$ cat config.mk
export PLATFORM = sky130hd
export DESIGN_NAME = utlb_split
export DESIGN_NICKNAME = d
export VERILOG_FILES = /design/src/rtl/utlb_pkg.sv /design/src/rtl/utlb_cam.sv /design/src/rtl/utlb_pick.sv /design/src/rtl/utlb_split.sv
export SDC_FILE = /design/constraint.sdc
export NUM_CORES = 2
export LEC_CHECK = 0
export BUFFER_PORTS_ARGS = -buffer_cell sky130_fd_sc_hd__buf_2
export CELL_PAD_IN_SITES_DETAIL_PLACEMENT = 1
export CELL_PAD_IN_SITES_GLOBAL_PLACEMENT = 1
export CORE_UTILIZATION = 49
export CTS_CLUSTER_DIAMETER = 150
export DETAILED_ROUTE_END_ITERATION = 8
export GPL_TIMING_DRIVEN = 0
export PLACE_DENSITY_LB_ADDON = 0.1
export SLEW_MARGIN = 25
export SYNTH_ARGS = -nofsm -noshare
export SYNTH_HDL_FRONTEND = slang
export SYNTH_HIERARCHICAL = 1
export SYNTH_SLANG_ARGS = --single-unit
export TNS_END_PERCENT = 50
$ cat constraint.sdc
create_clock -name clk -period 8.5 [get_ports clk]
set_clock_uncertainty 0.1 [all_clocks]
set_input_delay 1.275 -clock clk [delete_from_list [all_inputs] [get_ports clk]]
set_output_delay 1.275 -clock clk [all_outputs]
set_load 0.01 [all_outputs]
$ cat src/rtl/utlb_pkg.sv
package utlb_pkg;

    typedef enum logic [1:0] {
        USE_ANY  = 2'b00,
        USE_INSN = 2'b01,
        USE_DATA = 2'b10,
        USE_NONE = 2'b11
    } use_e;

    // May an entry with usage code u serve a lookup of the given kind?
    function automatic logic use_ok(input logic [1:0] u, input logic is_data);
        case (use_e'(u))
            USE_ANY:  return 1'b1;
            USE_INSN: return !is_data;
            USE_DATA: return is_data;
            default:  return 1'b0;
        endcase
    endfunction

endpackage

$ cat src/rtl/utlb_cam.sv
// Fully associative compare array. Lowest index wins on multiple matches.
module utlb_cam #(
    parameter int N     = 4,
    parameter int RID_W = 8,
    parameter int PN_W  = 20
) (
    input  logic [N-1:0]            ent_vld,
    input  logic [N-1:0]            ent_allow,
    input  logic [N-1:0][RID_W-1:0] ent_rid,
    input  logic [N-1:0][PN_W-1:0]  ent_vpn,
    input  logic [N-1:0][PN_W-1:0]  ent_msk,
    input  logic [N-1:0][PN_W-1:0]  ent_ppn,
    input  logic [RID_W-1:0]        q_rid,
    input  logic [PN_W-1:0]         q_vpn,
    output logic [N-1:0]            match,
    output logic [PN_W-1:0]         ppn
);

    for (genvar g = 0; g < N; g++) begin : g_ent
        assign match[g] = ent_vld[g] && ent_allow[g] && (ent_rid[g] == q_rid)
                          && (((ent_vpn[g] ^ q_vpn) & ~ent_msk[g]) == '0);
    end

    always_comb begin
        ppn = '0;
        for (int i = N - 1; i >= 0; i--) begin
            if (match[i]) begin
                ppn = (ent_ppn[i] & ~ent_msk[i]) | (q_vpn & ent_msk[i]);
            end
        end
    end

endmodule

$ cat src/rtl/utlb_pick.sv
// Victim choice: first free slot, else rotating pointer skipping the protected slot.
module utlb_pick #(
    parameter int N  = 4,
    parameter int IW = (N > 1) ? $clog2(N) : 1
) (
    input  logic [N-1:0]  slot_vld,
    input  logic [IW-1:0] rr,
    input  logic [IW-1:0] prot,
    input  logic          prot_on,
    output logic [IW-1:0] victim,
    output logic [IW-1:0] after,
    output logic          full
);

    logic [IW-1:0] free_idx;
    logic          found;
    logic [IW-1:0] rr_bump;

    always_comb begin
        full     = &slot_vld;
        free_idx = '0;
        found    = 1'b0;
        for (int i = 0; i < N; i++) begin
            if (!slot_vld[i] && !found) begin
                free_idx = IW'(i);
                found    = 1'b1;
            end
        end
        rr_bump = (rr == IW'(N - 1)) ? '0 : rr + IW'(1);
        if (!full) begin
            victim = free_idx;
        end else if (prot_on && (rr == prot)) begin
            victim = rr_bump;
        end else begin
            victim = rr;
        end
        after = (victim == IW'(N - 1)) ? '0 : victim + IW'(1);
    end

endmodule

$ cat src/rtl/utlb_split.sv
module utlb_split #(
    parameter int NC    = 4,
    parameter int NR    = 2,
    parameter int RID_W = 8,
    parameter int PN_W  = 20,
    localparam int CIW  = (NC > 1) ? $clog2(NC) : 1,
    localparam int RIW  = (NR > 1) ? $clog2(NR) : 1
) (
    input  logic             clk,
    input  logic             rst_n,
    input  logic             lk_valid,
    input  logic             lk_is_data,
    input  logic [RID_W-1:0] lk_rid,
    input  logic [PN_W-1:0]  lk_vpn,
    input  logic             ci_valid,
    input  logic [1:0]       ci_use,
    input  logic [RID_W-1:0] ci_rid,
    input  logic [PN_W-1:0]  ci_vpn,
    input  logic [PN_W-1:0]  ci_ppn,
    input  logic [PN_W-1:0]  ci_mask,
    input  logic             cp_valid,
    input  logic [RID_W-1:0] cp_rid,
    input  logic [PN_W-1:0]  cp_vpn,
    input  logic [PN_W-1:0]  cp_mask,
    input  logic             tr_valid,
    input  logic             tr_is_data,
    input  logic             tr_purge,
    input  logic [RIW-1:0]   tr_idx,
    input  logic [RID_W-1:0] tr_rid,
    input  logic [PN_W-1:0]  tr_vpn,
    input  logic [PN_W-1:0]  tr_ppn,
    input  logic [PN_W-1:0]  tr_mask,
    output logic             res_valid,
    output logic             res_hit,
    output logic             res_from_tr,
    output logic [PN_W-1:0]  res_ppn
);
    import utlb_pkg::*;

    typedef struct packed {
        logic [NC-1:0]                  c_vld;
        logic [NC-1:0][1:0]             c_use;
        logic [NC-1:0][RID_W-1:0]       c_rid;
        logic [NC-1:0][PN_W-1:0]        c_vpn;
        logic [NC-1:0][PN_W-1:0]        c_ppn;
        logic [NC-1:0][PN_W-1:0]        c_msk;
        logic [1:0][NR-1:0]             t_vld;
        logic [1:0][NR-1:0][RID_W-1:0]  t_rid;
        logic [1:0][NR-1:0][PN_W-1:0]   t_vpn;
        logic [1:0][NR-1:0][PN_W-1:0]   t_ppn;
        logic [1:0][NR-1:0][PN_W-1:0]   t_msk;
        logic [CIW-1:0]                 rr;
        logic [CIW-1:0]                 prot;
        logic                           prot_on;
        logic                           r_vld;
        logic                           r_hit;
        logic                           r_tr;
        logic [PN_W-1:0]                r_ppn;
    } state_t;

    state_t st_q, st_d;

    // cache compare
    logic [NC-1:0]   c_allow;
    logic [NC-1:0]   c_match;
    logic [PN_W-1:0] c_ppn;
    logic            c_any;

    always_comb begin
        for (int i = 0; i < NC; i++) begin
            c_allow[i] = use_ok(st_q.c_use[i], lk_is_data);
        end
    end

    utlb_cam #(.N(NC), .RID_W(RID_W), .PN_W(PN_W)) u_ccam (
        .ent_vld  (st_q.c_vld),
        .ent_allow(c_allow),
        .ent_rid  (st_q.c_rid),
        .ent_vpn  (st_q.c_vpn),
        .ent_msk  (st_q.c_msk),
        .ent_ppn  (st_q.c_ppn),
        .q_rid    (lk_rid),
        .q_vpn    (lk_vpn),
        .match    (c_match),
        .ppn      (c_ppn)
    );
    assign c_any = |c_match;

    // pinned register banks: index 0 instruction, 1 data
    logic [1:0][NR-1:0]   t_match;
    logic [1:0][PN_W-1:0] t_ppn;

    for (genvar s = 0; s < 2; s++) begin : g_bank
        utlb_cam #(.N(NR), .RID_W(RID_W), .PN_W(PN_W)) u_tcam (
            .ent_vld  (st_q.t_vld[s]),
            .ent_allow({NR{1'b1}}),
            .ent_rid  (st_q.t_rid[s]),
            .ent_vpn  (st_q.t_vpn[s]),
            .ent_msk  (st_q.t_msk[s]),
            .ent_ppn  (st_q.t_ppn[s]),
            .q_rid    (lk_rid),
            .q_vpn    (lk_vpn),
            .match    (t_match[s]),
            .ppn      (t_ppn[s])
        );
    end

    logic            t_hit;
    logic [PN_W-1:0] t_sel_ppn;
    assign t_hit     = |t_match[lk_is_data];
    assign t_sel_ppn = t_ppn[lk_is_data];

    // replacement
    logic [CIW-1:0] victim;
    logic [CIW-1:0] after;
    logic           c_full;

    utlb_pick #(.N(NC), .IW(CIW)) u_pick (
        .slot_vld(st_q.c_vld),
        .rr      (st_q.rr),
        .prot    (st_q.prot),
        .prot_on (st_q.prot_on),
        .victim  (victim),
        .after   (after),
        .full    (c_full)
    );

    always_comb begin
        st_d = st_q;

        // registered lookup result
        st_d.r_vld = lk_valid;
        st_d.r_hit = lk_valid && (t_hit || c_any);
        st_d.r_tr  = lk_valid && t_hit;
        if (!lk_valid) begin
            st_d.r_ppn = '0;
        end else if (t_hit) begin
            st_d.r_ppn = t_sel_ppn;
        end else if (c_any) begin
            st_d.r_ppn = c_ppn;
        end else begin
            st_d.r_ppn = '0;
        end

        // protection lifts once the protected cache entry served a lookup
        if (lk_valid && !t_hit && st_q.prot_on && c_match[st_q.prot]) begin
            st_d.prot_on = 1'b0;
        end

        // range purge, any usage code
        if (cp_valid) begin
            for (int i = 0; i < NC; i++) begin
                if (st_q.c_vld[i] && (st_q.c_rid[i] == cp_rid)
                    && (((st_q.c_vpn[i] ^ cp_vpn) & ~(st_q.c_msk[i] | cp_mask)) == '0)) begin
                    st_d.c_vld[i] = 1'b0;
                end
            end
        end

        // insert (written after the purge)
        if (ci_valid) begin
            st_d.c_vld[victim] = 1'b1;
            st_d.c_use[victim] = ci_use;
            st_d.c_rid[victim] = ci_rid;
            st_d.c_vpn[victim] = ci_vpn;
            st_d.c_ppn[victim] = ci_ppn;
            st_d.c_msk[victim] = ci_mask;
            st_d.prot          = victim;
            st_d.prot_on       = 1'b1;
            if (c_full) begin
                st_d.rr = after;
            end
        end

        // pinned register write or clear
        if (tr_valid) begin
            if (tr_purge) begin
                st_d.t_vld[tr_is_data][tr_idx] = 1'b0;
            end else begin
                st_d.t_vld[tr_is_data][tr_idx] = 1'b1;
                st_d.t_rid[tr_is_data][tr_idx] = tr_rid;
                st_d.t_vpn[tr_is_data][tr_idx] = tr_vpn;
                st_d.t_ppn[tr_is_data][tr_idx] = tr_ppn;
                st_d.t_msk[tr_is_data][tr_idx] = tr_mask;
            end
        end
    end

    always_ff @(posedge clk) begin
        if (!rst_n) begin
            st_q <= '0;
        end else begin
            st_q <= st_d;
        end
    end

    assign res_valid   = st_q.r_vld;
    assign res_hit     = st_q.r_hit;
    assign res_from_tr = st_q.r_tr;
    assign res_ppn     = st_q.r_ppn;

endmodule

==> reports/qor.csv <==
metric;value;unit
outcome;finished, final reports clean;
detail-route-antenna-nets;0;
critPathRequiredTime;8.84;ns
p_int;4.85;mW
synth-edff-count;0;
grt_max_degree;13;
vias;30146;
layout_common_cells;1150 x nand2_1, 588 x dfxtp_1, 521 x a21boi_0;
viasPerCell;6.39;
placed_cells;4590;
synth_async_sr_flop_share;0;%
postCtsHoldBufs;0;
reg2reg_from;st_q[466];
cap_violations;0;
cts_tree;done;
synth_compound_area_share;18.2;%
post_cts_buffers;0;
fin_cells;4718;
syn_area;0.0298;mm2
firstDrtPassIters;6;
rsz0062_at_grt;false;
synthCells;3598;
post-route-period-util;63.2;%
synthFlopType;dfxtp_1;
leakage;11.0;nW
min_path_type;reg2reg;
fmax;0.186;GHz
grt-ovfl-total;0;
avgRoutedWirePerCell;31.2;um
worst-setup-path-type;in2reg;
synth_seq_cells;588;
die_w;248;um
yosys.area_share.adder;0.0420;%
tns;0;ns
synth_top_family_by_area;simple AND/OR/NAND/NOR gates;
vdd_drop_max;166;uV
muxShareOfSynthArea;7.73;%
grt_use_total;46.4;%
clock_latency;0.62;ns
hold_violations;0;
setup_violations;0;
place_congestion;1.04;
drive_above_1_share;11.5;%
crit_top_cell;buf_2;
avgSynthCellArea;8.27;um2
cp-start-kind;input port;
seq_area_frac_synth;39.6;%
p_sw;1.88;mW
fin_crit;5.37;ns
combPwrFrac;11.3;%
core;0.0595;mm2
swShare;28.0;%
grt_first_pass_wirelength;209000;um
final_common_cell;nand2_1;
antenna_found_initial;7;
yosysWarnings;6;
grt_pass1_vias;30265;
path_delay_family;buffers and inverters;
area_growth;14.6;%
relSlewSlack;18.0;%
h-tree-depth;3;
hpwlAfterDp;114000;um
cp_slowest_cell;clkbuf_1;
row_count;89;
startpoint;lk_is_data;
clk_pin_slew;0.06;ns
initial_utilization;50.0;%
path_buf_inv;4;
nets;4113;
die_area;0.0617;mm2
pwr-share-clk;45.1;%
drc;0;
io_pins;247;
dieHeight;248;um
critPathMaxStageDelay;0.74;ns
clockRootBuffer;clkbuf_16;
critical_path_depth;13;
yosys.area_share.simple;20.0;%
crit_chain;buf_2 > buf_2 > mux2i_1 > o2111ai_1 > nor3_1 > nand3_1 > nor2_1 > clkbuf_1 > nor4_1 > nor3_1 > buf_2 > nand2_1 > o21ai_0;
hold_depth;2;
crit_arrival;5.71;ns
numCtsBuffers;69;
crit_path_end_kind;flop;
slew_viol_final;0;
cts_buffer_depth;3;
p_per_area;197;mW/mm2
worst_slew_pin_slew;1.22;ns
clock_sinks;588;
synthXorXnorAreaFrac;10.0;%
port_buffers;216;
min_from;st_q[204];
seqPwrFrac;43.6;%
netlist-cell-type-count;57;
critPathMaxFanout;11;
reg2regPathDepth;11;
drt_iter0_markers;3446;
ctsResizeCount;0;
wl;147000;um
[final cells by class]
| cell class | count | area [um2] |
|---|---|---|
| Sequential cell | 588 | 11800 |
| Multi-Input combinational cell | 2720 | 16700 |
| Tap cell | 773 | 967 |
| Inverter | 5 | 18.8 |
| Buffer | 288 | 1300 |
| Clock inverter | 20 | 159 |
| Clock buffer | 103 | 2120 |
| Timing Repair Buffer | 216 | 1080 |
| Fill cell | 7188 | 25300 |
| Antenna cell | 5 | 12.5 |
[registers in the layout (all words and copies together) (netlist names), named ones only]
signal,count
res_valid,1
st_q,561
res_ppn,20
res_hit,1
res_from_tr,1
[layer usage]
| metal | GRT usage [%] | vias to the layer above | wire (um) |
|---|---|---|---|
| li1 | - | 12683 | - |
| met1 | 61.4 | 15064 | 59200 |
| met2 | 70.0 | 1964 | 62700 |
| met3 | 14.2 | 425 | 18600 |
| met4 | 18.7 | 10 | 6660 |
| met5 | 0 | - | 64 |
[power groups by stage]
stage / Combinational [mW] / Clock, mW / Sequential, mW
after global placement: 0.694 / 0 / 2.98
final: 0.763 / 3.03 / 2.94
after global routing: 0.785 / 3.14 / 2.94
after floorplan: 0.390 / 0 / 2.94
after CTS: 0.731 / 3.02 / 2.93
after detailed placement: 0.719 / 0 / 2.99
[tightest hold or removal path: cells and delay by family, from the launching register on]
kind / cells / cell delay, ns
and+or+nand+nor: 1 / 0.06
DFF: 1 / 0.32
AOI/OAI and AO/OA: 1 / 0.05
[cells in the mapped netlist, drive strengths merged (4+ instances only)]
cell | number | area (um2)
mux2 | 20 | 225
o311ai | 4 | 35.0
o2111ai | 13 | 114
a222oi | 20 | 200
nand3 | 20 | 100
or2 | 21 | 131
xor2 | 19 | 166
nor2 | 39 | 154
nor3 | 89 | 445
o22ai | 60 | 375
a21boi | 559 | 4200
mux2i | 205 | 2050
a211oi | 20 | 150
nor4 | 28 | 241
buf | 87 | 548
clkbuf | 201 | 754
nand2 | 1151 | 4320
nand4 | 19 | 119
inv | 5 | 18.8
or4 | 41 | 308
o22a | 10 | 87.6
o21ai | 24 | 120
nor2b | 6 | 37.5
dfxtp | 588 | 11800
o221a | 4 | 45.0
xnor2 | 319 | 2820
[metrics by stage]
step / setup WS [ns] / power (mW) / cell area [um2] / hold slack (ns) / utilization, %
floorplan: 4.76 / 3.33 / 29800 / 0.341 / -
global placement: 2.83 / 3.68 / 31800 / 0.350 / 53.5
detailed placement: 2.85 / 3.71 / 31800 / 0.360 / 53.5
CTS: 3.47 / 6.68 / 34100 / 0.369 / 57.3
global route: 3.19 / 6.86 / 34100 / 0.385 / 57.4
finish: 3.13 / 6.73 / 34100 / 0.369 / 57.4
[worst paths after layout]
path                      end  slack (ns)
setup / recovery  res_ppn[17]        3.13
hold reg to reg     st_q[204]        0.37
setup reg to reg  res_ppn[17]        4.20
hold / removal      st_q[204]        0.37
[cells by family after synthesis]
kind of cell,after synthesis
muxes,226
AOI/OAI and AO/OA,725
buffers and inverters,293
adders and majority gates,1
and+or+nand+nor,1426
DFF,588
xor gates and xnor gates,338
other,1
(Power assumes the default switching activity.)
